<file path="src/rtl/serport_pkg.sv">
package serport_pkg;

  localparam int unsigned ADDR_W = 6;
  localparam int unsigned WORD_W = 32;
  localparam int unsigned BYTE_W = 8;

  // register offsets (byte addresses of word registers)
  localparam logic [ADDR_W-1:0] OFS_TXCTL  = 6'h00;
  localparam logic [ADDR_W-1:0] OFS_DMAEN  = 6'h04;
  localparam logic [ADDR_W-1:0] OFS_RXCTL  = 6'h08;
  localparam logic [ADDR_W-1:0] OFS_DOUT   = 6'h1C;
  localparam logic [ADDR_W-1:0] OFS_POP    = 6'h20;
  localparam logic [ADDR_W-1:0] OFS_PEEK   = 6'h24;
  localparam logic [ADDR_W-1:0] OFS_MASK   = 6'h2C;
  localparam logic [ADDR_W-1:0] OFS_ACK    = 6'h30;
  localparam logic [ADDR_W-1:0] OFS_RAW    = 6'h34;
  localparam logic [ADDR_W-1:0] OFS_MASKED = 6'h38;

  // status word fields
  localparam int unsigned STAT_AVAIL_BIT = 16;
  localparam int unsigned STAT_IDLE_BIT  = 22;
  localparam int unsigned STAT_RDY_BIT   = 24;

  // interrupt word fields
  localparam int unsigned IRQ_TXDONE_BIT = 0;
  localparam int unsigned IRQ_TXEMPT_BIT = 1;
  localparam int unsigned IRQ_RXAV_BIT   = 3;

  // receive control
  localparam int unsigned RXCTL_EN_BIT = 3;
  localparam logic [WORD_W-1:0] RXCTL_RST = 32'h0001_0000;

endpackage

</file>
<file path="src/rtl/serport_rxq.sv">
module serport_rxq #(
  parameter int unsigned DEPTH  = 16,
  parameter int unsigned BYTE_W = 8,
  localparam int unsigned PTR_W = (DEPTH > 1) ? $clog2(DEPTH) : 1,
  localparam int unsigned CNT_W = PTR_W + 1
) (
  input  logic              clk,
  input  logic              rst_n,
  input  logic              push_i,
  input  logic [BYTE_W-1:0] push_byte_i,
  input  logic              pop_i,
  output logic [BYTE_W-1:0] head_o,
  output logic [CNT_W-1:0]  cnt_o,
  output logic              full_o,
  output logic              empty_o,
  output logic              nonempty_nxt_o
);

  localparam logic [PTR_W-1:0] PTR_LAST = PTR_W'(DEPTH - 1);
  localparam logic [CNT_W-1:0] CNT_FULL = CNT_W'(DEPTH);

  logic [BYTE_W-1:0] mem [DEPTH];
  logic [PTR_W-1:0]  wr_q, wr_d, rd_q, rd_d;
  logic [CNT_W-1:0]  cnt_q, cnt_d;
  logic              push_ok, pop_ok;

  function automatic logic [PTR_W-1:0] ptr_inc(input logic [PTR_W-1:0] p);
    return (p == PTR_LAST) ? '0 : p + 1'b1;
  endfunction

  assign empty_o = (cnt_q == '0);
  assign full_o  = (cnt_q == CNT_FULL);
  assign push_ok = push_i && !full_o;
  assign pop_ok  = pop_i && !empty_o;

  // next state
  always_comb begin
    wr_d  = wr_q;
    rd_d  = rd_q;
    cnt_d = cnt_q;
    if (push_ok) wr_d = ptr_inc(wr_q);
    if (pop_ok)  rd_d = ptr_inc(rd_q);
    case ({push_ok, pop_ok})
      2'b10:   cnt_d = cnt_q + 1'b1;
      2'b01:   cnt_d = cnt_q - 1'b1;
      default: cnt_d = cnt_q;
    endcase
  end

  // state registers
  always_ff @(posedge clk or negedge rst_n) begin
    if (!rst_n) begin
      wr_q  <= '0;
      rd_q  <= '0;
      cnt_q <= '0;
    end else begin
      wr_q  <= wr_d;
      rd_q  <= rd_d;
      cnt_q <= cnt_d;
    end
  end

  // storage, written only on an accepted byte
  always_ff @(posedge clk) begin
    if (push_ok) mem[wr_q] <= push_byte_i;
  end

  assign head_o         = empty_o ? '0 : mem[rd_q];
  assign cnt_o          = cnt_q;
  assign nonempty_nxt_o = (cnt_d != '0);

  AST_NO_OVERFLOW: assert property (@(posedge clk) disable iff (!rst_n)
    cnt_q <= CNT_FULL);
  AST_PUSH_GROWS: assert property (@(posedge clk) disable iff (!rst_n)
    (push_i && !full_o && !pop_i) |=> (cnt_q == $past(cnt_q) + 1'b1));
  AST_POP_SHRINKS: assert property (@(posedge clk) disable iff (!rst_n)
    (pop_i && !empty_o && !push_i) |=> (cnt_q == $past(cnt_q) - 1'b1));
  AST_BOTH_KEEP: assert property (@(posedge clk) disable iff (!rst_n)
    (pop_i && push_i && !empty_o && !full_o) |=> $stable(cnt_q));

endmodule

</file>
<file path="src/rtl/serport_irq.sv">
module serport_irq
  import serport_pkg::*;
#(
  parameter int unsigned W = WORD_W
) (
  input  logic         clk,
  input  logic         rst_n,
  input  logic         wr_dout_i,
  input  logic         wr_ack_i,
  input  logic         refresh_i,
  input  logic [W-1:0] ack_val_i,
  input  logic         rx_nonempty_i,
  input  logic [W-1:0] mask_i,
  output logic [W-1:0] raw_o,
  output logic [W-1:0] masked_o,
  output logic [W-1:0] ack_o,
  output logic         irq_o
);

  logic [W-1:0] raw_q, raw_d;
  logic [W-1:0] ack_q, ack_d;
  logic         pend_q, pend_d;
  logic [W-1:0] ack_eff;
  logic [W-1:0] tx_set;
  logic [W-1:0] pend_guard;

  always_comb begin
    tx_set = '0;
    tx_set[IRQ_TXDONE_BIT] = 1'b1;
    tx_set[IRQ_TXEMPT_BIT] = 1'b1;
    pend_guard = '1;
    pend_guard[IRQ_TXDONE_BIT] = ~pend_q;
  end

  assign ack_eff = ack_val_i & pend_guard;

  // next state
  always_comb begin
    raw_d  = raw_q;
    ack_d  = ack_q;
    pend_d = pend_q;
    if (wr_dout_i) begin
      raw_d  = raw_d | tx_set;
      pend_d = 1'b1;
    end
    if (wr_ack_i) begin
      ack_d  = ack_eff;
      raw_d  = raw_d & ~ack_eff;
      pend_d = 1'b0;
    end
    if (refresh_i) raw_d[IRQ_RXAV_BIT] = rx_nonempty_i;
  end

  always_ff @(posedge clk or negedge rst_n) begin
    if (!rst_n) begin
      raw_q  <= '0;
      ack_q  <= '0;
      pend_q <= 1'b0;
    end else begin
      raw_q  <= raw_d;
      ack_q  <= ack_d;
      pend_q <= pend_d;
    end
  end

  assign raw_o    = raw_q;
  assign masked_o = raw_q & mask_i;
  assign ack_o    = ack_q;
  assign irq_o    = |masked_o;

  AST_DOUT_SETS: assert property (@(posedge clk) disable iff (!rst_n)
    wr_dout_i |=> (raw_o[IRQ_TXEMPT_BIT] && raw_o[IRQ_TXDONE_BIT]));
  AST_ACK_GUARD: assert property (@(posedge clk) disable iff (!rst_n)
    (wr_ack_i && pend_q && raw_q[IRQ_TXDONE_BIT]) |=> raw_o[IRQ_TXDONE_BIT]);
  AST_ACK_CLEARS: assert property (@(posedge clk) disable iff (!rst_n)
    (wr_ack_i && !pend_q && ack_val_i[IRQ_TXEMPT_BIT]) |=> !raw_o[IRQ_TXEMPT_BIT]);
  AST_RXAV_HOLD: assert property (@(posedge clk) disable iff (!rst_n)
    !refresh_i |=> $stable(raw_o[IRQ_RXAV_BIT]));

endmodule

</file>
<file path="src/rtl/serport_txhold.sv">
module serport_txhold #(
  parameter int unsigned BYTE_W = 8
) (
  input  logic              clk,
  input  logic              rst_n,
  input  logic              load_i,
  input  logic [BYTE_W-1:0] load_byte_i,
  input  logic              tx_ready_i,
  output logic              tx_valid_o,
  output logic [BYTE_W-1:0] tx_data_o
);

  logic              vld_q, vld_d;
  logic [BYTE_W-1:0] dat_q, dat_d;

  always_comb begin
    vld_d = vld_q;
    dat_d = dat_q;
    if (load_i) begin
      vld_d = 1'b1;
      dat_d = load_byte_i;
    end else if (vld_q && tx_ready_i) begin
      vld_d = 1'b0;
    end
  end

  always_ff @(posedge clk or negedge rst_n) begin
    if (!rst_n) begin
      vld_q <= 1'b0;
      dat_q <= '0;
    end else begin
      vld_q <= vld_d;
      if (load_i) dat_q <= dat_d;
    end
  end

  assign tx_valid_o = vld_q;
  assign tx_data_o  = dat_q;

  AST_TX_HOLD: assert property (@(posedge clk) disable iff (!rst_n)
    (tx_valid_o && !tx_ready_i && !load_i) |=> (tx_valid_o && $stable(tx_data_o)));
  AST_TX_DRAIN: assert property (@(posedge clk) disable iff (!rst_n)
    (tx_valid_o && tx_ready_i && !load_i) |=> !tx_valid_o);

endmodule

</file>
<file path="src/rtl/serport_regblk.sv">
module serport_regblk
  import serport_pkg::*;
#(
  parameter int unsigned RXQ_DEPTH = 16
) (
  input  logic              clk,
  input  logic              rst_n,
  input  logic [ADDR_W-1:0] bus_addr,
  input  logic              bus_wen,
  input  logic [WORD_W-1:0] bus_wdata,
  input  logic              bus_ren,
  output logic [WORD_W-1:0] bus_rdata,
  input  logic              rx_valid,
  input  logic [BYTE_W-1:0] rx_data,
  output logic              rx_ready,
  output logic              tx_valid,
  output logic [BYTE_W-1:0] tx_data,
  input  logic              tx_ready,
  output logic              irq
);

  localparam int unsigned PTR_W = (RXQ_DEPTH > 1) ? $clog2(RXQ_DEPTH) : 1;
  localparam int unsigned CNT_W = PTR_W + 1;

  // write decode
  logic we_txctl, we_dmaen, we_rxctl, we_dout, we_mask, we_ack;

  always_comb begin
    we_txctl = 1'b0;
    we_dmaen = 1'b0;
    we_rxctl = 1'b0;
    we_dout  = 1'b0;
    we_mask  = 1'b0;
    we_ack   = 1'b0;
    if (bus_wen) begin
      case (bus_addr)
        OFS_TXCTL: we_txctl = 1'b1;
        OFS_DMAEN: we_dmaen = 1'b1;
        OFS_RXCTL: we_rxctl = 1'b1;
        OFS_DOUT:  we_dout  = 1'b1;
        OFS_MASK:  we_mask  = 1'b1;
        OFS_ACK:   we_ack   = 1'b1;
        default:   ;
      endcase
    end
  end

  // plain storage registers
  logic [WORD_W-1:0] txctl_q, dmaen_q, rxctl_q, dout_q, mask_q;

  always_ff @(posedge clk or negedge rst_n) begin
    if (!rst_n) begin
      txctl_q <= '0;
      dmaen_q <= '0;
      rxctl_q <= RXCTL_RST;
      dout_q  <= '0;
      mask_q  <= '0;
    end else begin
      if (we_txctl) txctl_q <= bus_wdata;
      if (we_dmaen) dmaen_q <= bus_wdata;
      if (we_rxctl) rxctl_q <= bus_wdata;
      if (we_dout)  dout_q  <= bus_wdata;
      if (we_mask)  mask_q  <= bus_wdata;
    end
  end

  // receive queue
  logic              rxq_full, rxq_empty, rxq_ne_nxt;
  logic [BYTE_W-1:0] rxq_head;
  logic [CNT_W-1:0]  rxq_cnt;
  logic              rx_accept, rx_pop;

  assign rx_ready  = rxctl_q[RXCTL_EN_BIT] && !rxq_full;
  assign rx_accept = rx_valid && rx_ready;
  assign rx_pop    = bus_ren && (bus_addr == OFS_POP) && !rxq_empty;

  serport_rxq #(
    .DEPTH  (RXQ_DEPTH),
    .BYTE_W (BYTE_W)
  ) u_rxq (
    .clk            (clk),
    .rst_n          (rst_n),
    .push_i         (rx_accept),
    .push_byte_i    (rx_data),
    .pop_i          (rx_pop),
    .head_o         (rxq_head),
    .cnt_o          (rxq_cnt),
    .full_o         (rxq_full),
    .empty_o        (rxq_empty),
    .nonempty_nxt_o (rxq_ne_nxt)
  );

  // interrupts
  logic [WORD_W-1:0] raw_w, masked_w, ack_w;

  serport_irq #(
    .W (WORD_W)
  ) u_irq (
    .clk           (clk),
    .rst_n         (rst_n),
    .wr_dout_i     (we_dout),
    .wr_ack_i      (we_ack),
    .refresh_i     (bus_wen || rx_accept),
    .ack_val_i     (bus_wdata),
    .rx_nonempty_i (rxq_ne_nxt),
    .mask_i        (mask_q),
    .raw_o         (raw_w),
    .masked_o      (masked_w),
    .ack_o         (ack_w),
    .irq_o         (irq)
  );

  // transmit holding register
  serport_txhold #(
    .BYTE_W (BYTE_W)
  ) u_tx (
    .clk         (clk),
    .rst_n       (rst_n),
    .load_i      (we_dout),
    .load_byte_i (bus_wdata[BYTE_W-1:0]),
    .tx_ready_i  (tx_ready),
    .tx_valid_o  (tx_valid),
    .tx_data_o   (tx_data)
  );

  // read path
  logic [WORD_W-1:0] stat_w;

  always_comb begin
    stat_w = '0;
    stat_w[BYTE_W-1:0]     = rxq_head;
    stat_w[STAT_AVAIL_BIT] = !rxq_empty;
    stat_w[STAT_IDLE_BIT]  = 1'b1;
    stat_w[STAT_RDY_BIT]   = 1'b1;
  end

  always_comb begin
    bus_rdata = '0;
    if (bus_ren) begin
      case (bus_addr)
        OFS_TXCTL:  bus_rdata = txctl_q;
        OFS_DMAEN:  bus_rdata = dmaen_q;
        OFS_RXCTL:  bus_rdata = rxctl_q;
        OFS_DOUT:   bus_rdata = dout_q;
        OFS_POP:    bus_rdata = stat_w;
        OFS_PEEK:   bus_rdata = stat_w;
        OFS_MASK:   bus_rdata = mask_q;
        OFS_ACK:    bus_rdata = ack_w;
        OFS_RAW:    bus_rdata = raw_w;
        OFS_MASKED: bus_rdata = masked_w;
        default:    bus_rdata = '0;
      endcase
    end
  end

  AST_RX_DISABLED: assert property (@(posedge clk) disable iff (!rst_n)
    (!rxctl_q[RXCTL_EN_BIT] && !rx_pop) |=> $stable(rxq_cnt));
  AST_PEEK_KEEPS: assert property (@(posedge clk) disable iff (!rst_n)
    (bus_ren && bus_addr == OFS_PEEK && !rx_accept) |=> $stable(rxq_cnt));
  AST_STAT_FIXED: assert property (@(posedge clk) disable iff (!rst_n)
    (bus_ren && bus_addr == OFS_PEEK) |-> (bus_rdata[STAT_IDLE_BIT] && bus_rdata[STAT_RDY_BIT]));

endmodule

</file>
<file path="config.mk">
export PLATFORM = sky130hd
export DESIGN_NAME = serport_regblk
export DESIGN_NICKNAME = d
export VERILOG_FILES = /design/src/rtl/serport_pkg.sv /design/src/rtl/serport_rxq.sv /design/src/rtl/serport_irq.sv /design/src/rtl/serport_txhold.sv /design/src/rtl/serport_regblk.sv
export SDC_FILE = /design/constraint.sdc
export NUM_CORES = 1
export LEC_CHECK = 0
export BUFFER_PORTS_ARGS = -buffer_cell sky130_fd_sc_hd__buf_2
export CAP_MARGIN = 20
export CORE_MARGIN = 8
export CORE_UTILIZATION = 50
export DETAILED_ROUTE_END_ITERATION = 16
export HOLD_SLACK_MARGIN = 0.03
export PLACE_DENSITY = 0.71
export SLEW_MARGIN = 20
export SYNTH_ARGS = -nofsm -noshare
export SYNTH_HDL_FRONTEND = slang
export SYNTH_SLANG_ARGS = --single-unit
</file>
<file path="constraint.sdc">
create_clock -name clk -period 5.48 [get_ports clk]
set_clock_uncertainty 0.05 [all_clocks]
set_input_delay 1.096 -clock clk [delete_from_list [all_inputs] [get_ports clk]]
set_output_delay 1.096 -clock clk [all_outputs]
set_load 0.02 [all_outputs]
</file>
==> impl_metrics.ini <==
[synth]
avgSynthCellArea_um2 = 14.2
synth-main-ff-cell = dfrtp_1
yosysTopAreaCell = dfrtp_1
synth_top_area_frac = 0.376
synth_fp_nets = 1176
syn_area_um2 = 15800
async_reset_ff_frac = 0.651
ys.warnings.count = 0
synth_edf_count = 128
ys_seq_elements = 367
syn-instance-count = 1117
synth-seq-area-share = 0.620
yosys-top-cells-area = dfrtp_1 38%, edfxtp_1 24%, mux2_2 11%
ys_types = 54

[placement]
globalplace.congestion = 0.815
hpwl_um = 24900
dp_slack_ps = 804
portBuffers = 94

[timing]
tightest_slew_ps = 1060
setup_ws_ps = 794
final-setup-viol-count = 0
finalSetupTns_ps = 0
rsz0062_at_grt = no
maxSlewHeadroom = 0.290
max_freq_mhz = 213
slew_violations = 0
fin_crit_sh = 0.855
final_hold_viol_count = 0
fin_crit_ps = 4690

[floorplanning]
pin_count = 95
initial_utilization = 0.504
core_area_um2 = 31400
fp-row-count = 65
die_width_um = 194
die_h_um = 194
dieArea_um2 = 37600

[layout]
final_cell_mix = 236 x dfrtp_1, 161 x mux2_2, 138 x nand2_1
area_growth_pct = 13.3
drive_above_1_share = 0.322
nNetsFinal = 1256
multi_input_area_um2 = 5710
seq_area_um2 = 9830
antenna_cells = 0
layout_commonest_cell = dfrtp_1
fillers = 2492

[global_routing]
busiest_layer = met2
grt_pass1_wl_um = 62200
use_met1 = 0.268
grt_max_degree = 123
grt_util_all_layers = 0.208
grt-ovfl-total = 0
grt_pass1_vias = 10545
grtUsageMet3 = 0.0377
grtUsageMet2 = 0.351
antenna_found_initial = 1

[job]
maxCapViolations = 0

[setup_path]
setup.worst_path.start_class = primary input
r2r-start = u_rxq.cnt_o[2]
worst_setup_path_end_kind = primary output
worstSetupPathType = in2out
reg2reg_setup_slack_ps = 2250
rr_endpoint = u_irq.raw_o[3]
cp_max_fo = 11
setup.worst_path.start = bus_addr[1]
crit_end = bus_rdata[22]
cp.arrival_ps = 3540
ff2ff_path_depth = 10
worstPathRequired_ps = 4330

[pwr]
power_density_nw_per_um2 = 352
leakagePower_nw = 7.62
ir_worst_vdd_uv = 302

[clock_network]
clkTransAtPathRegs_ps = 60
hold_buffers = 0
cts_buffers = 38
numClockSinks = 367
clock_latency_ps = 520
cts-root-buf = clkbuf_16
h-tree-depth = 2
postCtsSetupRepairBufs = 0
cts_resized = 0
tritoncts = yes
cts_buffer_depth = 3

[status]
status = completed

[detailed_routing]
vias_per_cell = 6.22
drt_iter0_drc = 1032
drt-total-wl_um = 39400
avgRoutedWirePerCell_um = 24.2
ant_nets = 0
route.detailed.drc = 0
dr_total_vias = 10121
firstDrtPassIters = 8

[min_path]
holdCritPathClass = reg2reg
Yosys cell counts, types with 2 or more instances:
cell	n
a221oi_1	17
buf_2	9
mux2_1	2
clkbuf_1	46
a22oi_1	31
nand2_1	142
nand4_1	5
inv_1	6
dfrtp_1	238
nor3_1	5
a222oi_1	32
o21ai_0	8
nor4_2	2
nor2b_1	2
and4_1	3
xnor2_1	5
and2_1	16
a21o_1	19
xor2_1	2
edfxtp_1	128
nand2b_1	19
a22o_1	16
ha_1	7
a31oi_1	25
mux2_2	161
a21boi_0	29
or4_1	3
nand3_1	9
mux4_2	40
nor2_1	14
a41oi_1	7
buf_4	9
a21oi_1	28
buf_1	12
area by class of cell:
| class | count | area share |
|---|---|---|
| inverter | 6 | 0.00126 |
| timing repair buffer | 117 | 0.0385 |
| multi-input combinational | 667 | 0.318 |
| clock buffer | 55 | 0.0605 |
| tap | 402 | 0.0280 |
| clock inverter | 14 | 0.00572 |
| sequential | 367 | 0.548 |
kinds of logic after synthesis:
kind of cell,synth area share
adder cells (fa/ha/maj),0.00553
XOR/XNOR,0.00387
buffers and inverters,0.0230
AND/OR/NAND/NOR,0.0695
flip-flops,0.620
AO/OA/AOI/OAI,0.105
multiplexers,0.173
worst min-delay path by stage:
stage                                from              end  slack [ps]  cells after the start
final                     u_irq.ack_o[13]  u_irq.ack_o[13]         430                      2
after global routing      u_irq.ack_o[13]  u_irq.ack_o[13]         440                      2
after CTS                 u_irq.ack_o[13]  u_irq.ack_o[13]         430                      2
after detailed placement  u_irq.ack_o[13]  u_irq.ack_o[13]         410                      2
after global placement    u_irq.ack_o[13]  u_irq.ack_o[13]         410                      2
after floorplan           u_irq.ack_o[11]  u_irq.ack_o[11]         390                      2
per-layer routing:
metal,up-vias,routed length (µm)
met5,-,13
met4,2,1180
met3,87,2220
met2,312,19500
met1,5289,16500
li1,4431,-
state kept, by name, summed over array words and instances, names as in the netlist:
name and count:
u_rxq.mem 128, dmaen_q 32, dout_q 32, mask_q 32, rxctl_q 32, txctl_q 32
u_irq.ack_o 32, u_irq.raw_o 32, u_rxq.cnt_o 5, u_rxq.rd_q 4, u_rxq.wr_q 4, u_irq.pend_q 1
u_tx.tx_valid_o 1
report_power, final:
part           switching, mW  internal (mW)
sequential             0.197           3.07
combinational          0.291          0.305
clock                   1.03           1.43
total                   1.52           4.80
through the flow:
step	cells	util	instance area [µm²]	power, mW	hold WS (ps)
after floorplan	1117	-	15800	3.67	395
after global placement	1559	0.534	16800	3.88	406
after detailed placement	1559	0.534	16800	3.91	411
after CTS	1628	0.571	17900	6.36	427
after global routing	1628	0.572	17900	6.56	442
final	1628	0.572	17900	6.31	427
critical path, stage by stage:
cell	delay, ps
buf_2	150
or4_1	680
nor2_2	690
buf_4	320
a222oi_1	110
nand4_1	130
a21oi_1	50
nor2_1	110
buf_2	180
Note: power is estimated with default switching activity, not from simulation.
